[src/rtl/blkpar_pkg.sv]
// Shared widths, verdict encoding and helpers for the block parity codec.
// Assumes byte-wide data with one parity track added on top.
package blkpar_pkg;
    localparam int DATA_W = 8;
    localparam int TRACKS = DATA_W + 1;
    localparam int COLW   = $clog2(TRACKS);

    typedef enum logic [1:0] {
        ST_CLEAN = 2'b00,
        ST_FIXED = 2'b01,
        ST_BAD   = 2'b10
    } blk_status_e;

    // Index of the lowest set bit of a track vector (0 when none is set).
    function automatic logic [COLW-1:0] low_set_idx(input logic [TRACKS-1:0] v);
        low_set_idx = '0;
        for (int i = TRACKS - 1; i >= 0; i--) begin
            if (v[i]) low_set_idx = COLW'(i);
        end
    endfunction
endpackage

[src/rtl/blkpar_enc.sv]
// Encoder: appends an even row-parity bit to every byte and closes each
// block with one column check frame. Assumes the source leaves the cycle
// after an end-of-block byte idle, since that cycle carries the check frame.
module blkpar_enc
    import blkpar_pkg::*;
(
    input  logic              clk,
    input  logic              rst_n,
    input  logic              in_valid,
    input  logic [DATA_W-1:0] in_data,
    input  logic              in_sob,
    input  logic              in_eob,
    output logic              out_valid,
    output logic [TRACKS-1:0] out_frame,
    output logic              out_check
);
    logic [TRACKS-1:0] frame;
    logic [TRACKS-1:0] col_acc;
    logic [TRACKS-1:0] acc_base;
    logic              chk_pending;

    // Form the data frame and pick the accumulator start for this byte.
    always_comb begin
        frame    = {^in_data, in_data};
        acc_base = in_sob ? '0 : col_acc;
    end

    // Register data frames, fold them into the column sum, emit check frame.
    always_ff @(posedge clk) begin
        if (!rst_n) begin
            out_valid   <= 1'b0;
            out_frame   <= '0;
            out_check   <= 1'b0;
            col_acc     <= '0;
            chk_pending <= 1'b0;
        end else begin
            out_valid <= 1'b0;
            out_check <= 1'b0;
            if (chk_pending) begin
                out_valid   <= 1'b1;
                out_check   <= 1'b1;
                out_frame   <= col_acc;
                chk_pending <= 1'b0;
            end else if (in_valid) begin
                out_valid   <= 1'b1;
                out_frame   <= frame;
                col_acc     <= acc_base ^ frame;
                chk_pending <= in_eob;
            end
        end
    end
endmodule

[src/rtl/blkpar_fbuf.sv]
// Frame buffer: one write port, asynchronous read port. No reset on the
// storage; contents are only read after being written in the same block.
module blkpar_fbuf #(
    parameter int DEPTH = 64,
    parameter int W     = 8,
    localparam int AW   = $clog2(DEPTH)
) (
    input  logic          clk,
    input  logic          wr_en,
    input  logic [AW-1:0] wr_addr,
    input  logic [W-1:0]  wr_data,
    input  logic [AW-1:0] rd_addr,
    output logic [W-1:0]  rd_data
);
    logic [W-1:0] mem [DEPTH];

    // Store one byte per accepted data frame.
    always_ff @(posedge clk) begin
        if (wr_en) mem[wr_addr] <= wr_data;
    end

    assign rd_data = mem[rd_addr];
endmodule

[src/rtl/blkpar_dec.sv]
// Decoder: buffers a block, tracks failing rows and the column syndrome,
// issues a one-cycle verdict on the check frame, then releases the bytes
// under valid/ready with a single-bit fix when the block is correctable.
// Assumes no new block starts before release ends, and at most MAX_FRAMES
// data frames per block (MAX_FRAMES >= 2).
module blkpar_dec
    import blkpar_pkg::*;
#(
    parameter int MAX_FRAMES = 64,
    localparam int IDXW = $clog2(MAX_FRAMES),
    localparam int CNTW = $clog2(MAX_FRAMES + 1)
) (
    input  logic              clk,
    input  logic              rst_n,
    input  logic              in_valid,
    input  logic [TRACKS-1:0] in_frame,
    input  logic              in_sof,
    input  logic              in_chk,
    output logic              out_valid,
    input  logic              out_ready,
    output logic [DATA_W-1:0] out_data,
    output logic              out_last,
    output logic              stat_valid,
    output logic [1:0]        stat_code,
    output logic [IDXW-1:0]   stat_row,
    output logic [COLW-1:0]   stat_col
);
    logic              take_data, take_chk;
    logic [CNTW-1:0]   wr_cnt, cnt_base;
    logic [TRACKS-1:0] acc, acc_base, syn;
    logic [1:0]        fails, fails_base;
    logic [IDXW-1:0]   wr_addr, bad_row, rd_ptr, last_idx, fix_row;
    logic [COLW-1:0]   fix_col, syn_col;
    logic              draining, fix_en;
    logic [DATA_W-1:0] rd_word, fix_mask;
    blk_status_e       verdict;

    assign take_data = in_valid && !in_chk;
    assign take_chk  = in_valid && in_chk;

    // Restart per-block state on a first frame; derive syndrome and verdict.
    always_comb begin
        cnt_base   = in_sof ? '0 : wr_cnt;
        acc_base   = in_sof ? '0 : acc;
        fails_base = in_sof ? 2'd0 : fails;
        wr_addr    = IDXW'(cnt_base);
        syn        = acc ^ in_frame;
        syn_col    = low_set_idx(syn);
        if (fails == 2'd0 && syn == '0)
            verdict = ST_CLEAN;
        else if (fails == 2'd1 && $countones(syn) == 1)
            verdict = ST_FIXED;
        else
            verdict = ST_BAD;
    end

    // Build the one-bit correction mask for the byte being released.
    always_comb begin
        for (int b = 0; b < DATA_W; b++) begin
            fix_mask[b] = fix_en && (rd_ptr == fix_row) && (fix_col == COLW'(b));
        end
    end

    blkpar_fbuf #(
        .DEPTH (MAX_FRAMES),
        .W     (DATA_W)
    ) u_fbuf (
        .clk     (clk),
        .wr_en   (take_data),
        .wr_addr (wr_addr),
        .wr_data (in_frame[DATA_W-1:0]),
        .rd_addr (rd_ptr),
        .rd_data (rd_word)
    );

    assign out_valid = draining;
    assign out_data  = rd_word ^ fix_mask;
    assign out_last  = draining && (rd_ptr == last_idx);

    // Collect row/column parity, latch the verdict, walk the release pointer.
    always_ff @(posedge clk) begin
        if (!rst_n) begin
            wr_cnt     <= '0;
            acc        <= '0;
            fails      <= 2'd0;
            bad_row    <= '0;
            draining   <= 1'b0;
            rd_ptr     <= '0;
            last_idx   <= '0;
            fix_en     <= 1'b0;
            fix_row    <= '0;
            fix_col    <= '0;
            stat_valid <= 1'b0;
            stat_code  <= ST_CLEAN;
            stat_row   <= '0;
            stat_col   <= '0;
        end else begin
            stat_valid <= 1'b0;
            if (take_data) begin
                wr_cnt <= cnt_base + 1'b1;
                acc    <= acc_base ^ in_frame;
                if (^in_frame) begin
                    if (fails_base == 2'd0) bad_row <= wr_addr;
                    fails <= (fails_base == 2'd0) ? 2'd1 : 2'd2;
                end else begin
                    fails <= fails_base;
                end
            end
            if (take_chk) begin
                draining   <= 1'b1;
                rd_ptr     <= '0;
                last_idx   <= IDXW'(wr_cnt - 1'b1);
                fix_en     <= (verdict == ST_FIXED);
                fix_row    <= bad_row;
                fix_col    <= syn_col;
                stat_valid <= 1'b1;
                stat_code  <= verdict;
                stat_row   <= (verdict == ST_FIXED) ? bad_row : '0;
                stat_col   <= (verdict == ST_FIXED) ? syn_col : '0;
            end else if (draining && out_ready) begin
                if (rd_ptr == last_idx) draining <= 1'b0;
                else                    rd_ptr   <= rd_ptr + 1'b1;
            end
        end
    end
endmodule

[src/rtl/blkpar_codec.sv]
// Top: block parity encoder and correcting decoder side by side.
// The two halves share only clock and reset.
module blkpar_codec
    import blkpar_pkg::*;
#(
    parameter int MAX_FRAMES = 64
) (
    input  logic                          clk,
    input  logic                          rst_n,
    input  logic                          enc_in_valid,
    input  logic [DATA_W-1:0]             enc_in_data,
    input  logic                          enc_in_sob,
    input  logic                          enc_in_eob,
    output logic                          enc_out_valid,
    output logic [TRACKS-1:0]             enc_out_frame,
    output logic                          enc_out_check,
    input  logic                          dec_in_valid,
    input  logic [TRACKS-1:0]             dec_in_frame,
    input  logic                          dec_in_sof,
    input  logic                          dec_in_chk,
    output logic                          dec_out_valid,
    input  logic                          dec_out_ready,
    output logic [DATA_W-1:0]             dec_out_data,
    output logic                          dec_out_last,
    output logic                          stat_valid,
    output logic [1:0]                    stat_code,
    output logic [$clog2(MAX_FRAMES)-1:0] stat_row,
    output logic [COLW-1:0]               stat_col
);
    blkpar_enc u_enc (
        .clk       (clk),
        .rst_n     (rst_n),
        .in_valid  (enc_in_valid),
        .in_data   (enc_in_data),
        .in_sob    (enc_in_sob),
        .in_eob    (enc_in_eob),
        .out_valid (enc_out_valid),
        .out_frame (enc_out_frame),
        .out_check (enc_out_check)
    );

    blkpar_dec #(
        .MAX_FRAMES (MAX_FRAMES)
    ) u_dec (
        .clk        (clk),
        .rst_n      (rst_n),
        .in_valid   (dec_in_valid),
        .in_frame   (dec_in_frame),
        .in_sof     (dec_in_sof),
        .in_chk     (dec_in_chk),
        .out_valid  (dec_out_valid),
        .out_ready  (dec_out_ready),
        .out_data   (dec_out_data),
        .out_last   (dec_out_last),
        .stat_valid (stat_valid),
        .stat_code  (stat_code),
        .stat_row   (stat_row),
        .stat_col   (stat_col)
    );
endmodule

[config.mk]
export PLATFORM = sky130hd
export DESIGN_NAME = blkpar_codec
export DESIGN_NICKNAME = d
export VERILOG_FILES = /design/src/rtl/blkpar_pkg.sv /design/src/rtl/blkpar_enc.sv /design/src/rtl/blkpar_fbuf.sv /design/src/rtl/blkpar_dec.sv /design/src/rtl/blkpar_codec.sv
export SDC_FILE = /design/constraint.sdc
export NUM_CORES = 1
export LEC_CHECK = 0
export ABC_AREA = 1
export BUFFER_PORTS_ARGS = -buffer_cell sky130_fd_sc_hd__buf_2
export CORE_ASPECT_RATIO = 0.8
export CORE_MARGIN = 2
export CORE_UTILIZATION = 26
export DETAILED_ROUTE_END_ITERATION = 12
export GPL_ROUTABILITY_DRIVEN = 0
export SLEW_MARGIN = 0
export SYNTH_ARGS = -nofsm -noshare
export SYNTH_HDL_FRONTEND = slang
export SYNTH_SLANG_ARGS = --single-unit
[constraint.sdc]
create_clock -name clk -period 9.6 [get_ports clk]
set_input_delay 0 -clock clk [delete_from_list [all_inputs] [get_ports clk]]
set_output_delay 0 -clock clk [all_outputs]
set_load 0.005 [all_outputs]
==> results.json <==
{
  "setup_viol": 0,
  "avgViaCountPerCell": 4.61,
  "route.met2.wl_um": 29900,
  "required_ps": 9600,
  "place_hpwl_um": 40400,
  "synth_commonest_cells": "813 x nand2_1, 512 x edfxtp_1, 462 x nand3_1",
  "dr.pass1.iters": 5,
  "grt_use_total_pct": 13.0,
  "clock-sinks": 598,
  "ys_ff_latch": 598,
  "wl_met3_um": 4820,
  "yosysTopAreaCell": "edfxtp_1",
  "ir_drop_mv": 0.136,
  "max_freq_ghz": 0.239,
  "fp.dieW_um": 355,
  "netlist_area_mm2": 0.0257,
  "numCtsBuffers": 55,
  "slowest_delay_ps": 780,
  "drv_cap": 0,
  "synthCells": 2444,
  "portBuffers": 59,
  "regArea_mm2": 0.0171,
  "path_common_cell": "nand3_1",
  "dr.first_iter.drc_count": 1883,
  "synth_edf_count": 512,
  "hold_viol": 0,
  "root_buffer": "clkbuf_16",
  "cp-start-kind": "register",
  "cts.clk_slew.worst_paths_ps": 60,
  "multi_input_area_mm2": 0.00726,
  "areaGrowthSynthToFinish_pct": 13.5,
  "run_status": "finished clean",
  "power.density_mw_per_mm2": 189,
  "stdcell_count": 3833,
  "start_util_pct": 26.1,
  "dr_total_vias": 17663,
  "yosysMostFrequentCell": "nand2_1",
  "die_area_mm2": 0.101,
  "fillers": 10038,
  "ant_nets": 0,
  "drc_errors": 0,
  "io_pins": 60,
  "dp_cells": 3704,
  "yosysSeqAreaShare_pct": 66.6,
  "synthesis.nets": 2489,
  "grt-ovfl-total": 0,
  "crit_path_end_kind": "output port",
  "cts_tree": "built",
  "cpMaxStageDelayCell": "buf_4",
  "design.core.area_mm2": 0.0983,
  "synth.distinct_cells": 36,
  "worstPathMaxFanout": 76,
  "post_drt_wl_per_cell_um": 17.6,
  "diodes": 0,
  "worst_pin_slew_ps": 1240,
  "path_class": "register to output port",
  "grt_antenna_before_repair": 1,
  "min_period_ps": 4180,
  "avgSynthCellArea_um2": 10.5,
  "synth_top_area_share_pct": 59.9,
  "max-slew-margin-rel_pct": 17.2,
  "fin_skew_ps": 55.5,
  "final.setup.tns_ps": 0,
  "rows": 103,
  "routed_wl_um": 67400,
  "dr.max_layer_used": "met4",
  "final_nets": 2521,
  "drive_above_1_share_pct": 7.66,
  "grt_pass1_vias": 16556,
  "die_h_um": 285,
  "async_reset_ff_share_pct": 0,
  "drv_slew": 0,
  "yosysWarnings": 0,
  "synthFlopType": "edfxtp_1",
  "post-route-period-util_pct": 43.5,
  "min_path_type": "input port to register",
  "rsz0062_at_grt": "false",
  "power.leakage_nw": 10.6,
  "cts_buffer_depth": 3,
  "grt_first_pass_wirelength_um": 102000,
  "arrival_ps": 4180,
  "cp_cell_sequence": "inv_4 > buf_4 > nand3_1 > nand3_1 > nand2_1 > nand2_1 > nand3_1 > nand3_1 > nand3_1 > nand2_1 > buf_2",
  "htreeDepth": 2,
  "grt_max_degree": 117,
  "clock_latency_ps": 640,
  "wl_met1_um": 31500,
  "synth_area_leaders": "edfxtp_1 60%, nand2_1 12%, nand3_1 9.0%, dfxtp_1 6.7%, nor2_1 1.7%"
}
-- layout make-up --
cell class / count / share of cell area [%]
flip-flops and latches: 598 / 58.7
multi-input cells: 1593 / 24.9
well taps: 1312 / 5.63
clock buffers: 62 / 4.82
repair buffers: 111 / 2.58
clock inverters: 40 / 1.86
inverters: 117 / 1.53
-- final timing paths --
| path | cells after the start | end | slack (ps) | startpoint |
|---|---|---|---|---|
| max | 11 | dec_out_data[2] | 5420 | register |
| min reg2reg | 2 | u_dec.stat_col[2] | 460 | u_dec.stat_col[2] |
| max reg2reg | 14 | u_dec.stat_col[1] | 5890 | u_dec.acc[0] |
| min | 2 | u_dec.u_fbuf.mem[25][7] | 100 | dec_in_frame[7] |
-- per-layer routing --
metal / global-route usage, % / vias to the layer above
li1: - / 8424
met1: 19.3 / 8570
met2: 19.6 / 581
met4: 3.09 / 0
met5: 0 / -
met3: 2.23 / 88
-- cells in the final DEF, fill, tap and decap left out, types with 2 or more instances in the layout --
| master | n |
|---|---|
| nand2_1 | 813 |
| edfxtp_1 | 512 |
| nand3_1 | 462 |
| nor2_1 | 113 |
| inv_1 | 109 |
| dfxtp_1 | 83 |
| buf_2 | 59 |
| clkbuf_16 | 55 |
| o21ai_0 | 46 |
| dlygate4sd3_1 | 27 |
| a21oi_1 | 26 |
| buf_4 | 25 |
| xor2_1 | 21 |
| nor3_1 | 18 |
| xnor2_1 | 14 |
| ha_1 | 14 |
| nand4_1 | 13 |
| clkinv_1 | 13 |
| bufinv_16 | 12 |
| a31oi_1 | 10 |
| clkinv_2 | 10 |
| o22ai_1 | 8 |
| clkbuf_1 | 6 |
| inv_2 | 5 |
| nor2_2 | 5 |
| o31ai_1 | 5 |
| a32o_1 | 5 |
| fa_1 | 5 |
| nand3_2 | 4 |
| nand2_2 | 4 |
| nor4_1 | 3 |
| dfxtp_4 | 2 |
| clkinv_8 | 2 |
| clkinvlp_4 | 2 |
-- flip-flops by register name (all words and copies together), names as in the netlist, 4 cells and up, named ones only --
name,cells
u_dec.last_idx,6
u_dec.stat_col,4
u_dec.u_fbuf.mem,512
u_enc.out_frame,9
u_dec.fix_row,6
u_dec.acc,9
u_dec.wr_cnt,6
u_dec.bad_row,6
u_dec.rd_ptr,6
u_dec.stat_row,6
u_enc.col_acc,9
u_dec.fix_col,4
-- repair_timing --
item,4_1_cts,5_1_grt
buffers inserted,0,0
hold endpoints to repair,105,0
gates resized for setup,0,0
hold buffers,27,0
-- report_power, final --
part	switching, mW	internal, mW	total [mW]
Combinational	0.201	0.0877	0.288
Sequential	0.0138	2.83	2.85
Clock	1.01	1.38	2.39
-- stage by stage --
step                      util [%]  cell area, um2  hold slack (ps)  worst slack, ps  power (mW)
after floorplan                  -           25700             98.9             6380        3.08
after global placement        27.4           26900              255             5540        3.18
after detailed placement      27.4           26900              254             5550        3.18
after CTS                     29.6           29100             73.0             5360        5.56
after global routing          29.6           29100              107             5130        5.70
final                         29.6           29100             99.6             5420        5.52
-- critical path, delay by kind of cell, from the launching register on --
| family | cells | cell delay (ps) |
|---|---|---|
| buffers and inverters | 3 | 1700 |
| flip-flops | 1 | 590 |
| AND/OR/NAND/NOR | 8 | 1100 |
-- cell families after synthesis --
| family | Yosys count | share of synthesized area, % |
|---|---|---|
| AND/OR/NAND/NOR | 1437 | 23.7 |
| flip-flops | 598 | 66.6 |
| buffers and inverters | 253 | 5.15 |
| AO/OA/AOI/OAI | 102 | 2.25 |
| XOR/XNOR | 35 | 1.19 |
| adder cells (fa/ha/maj) | 19 | 1.07 |
(Power assumes the default switching activity.)
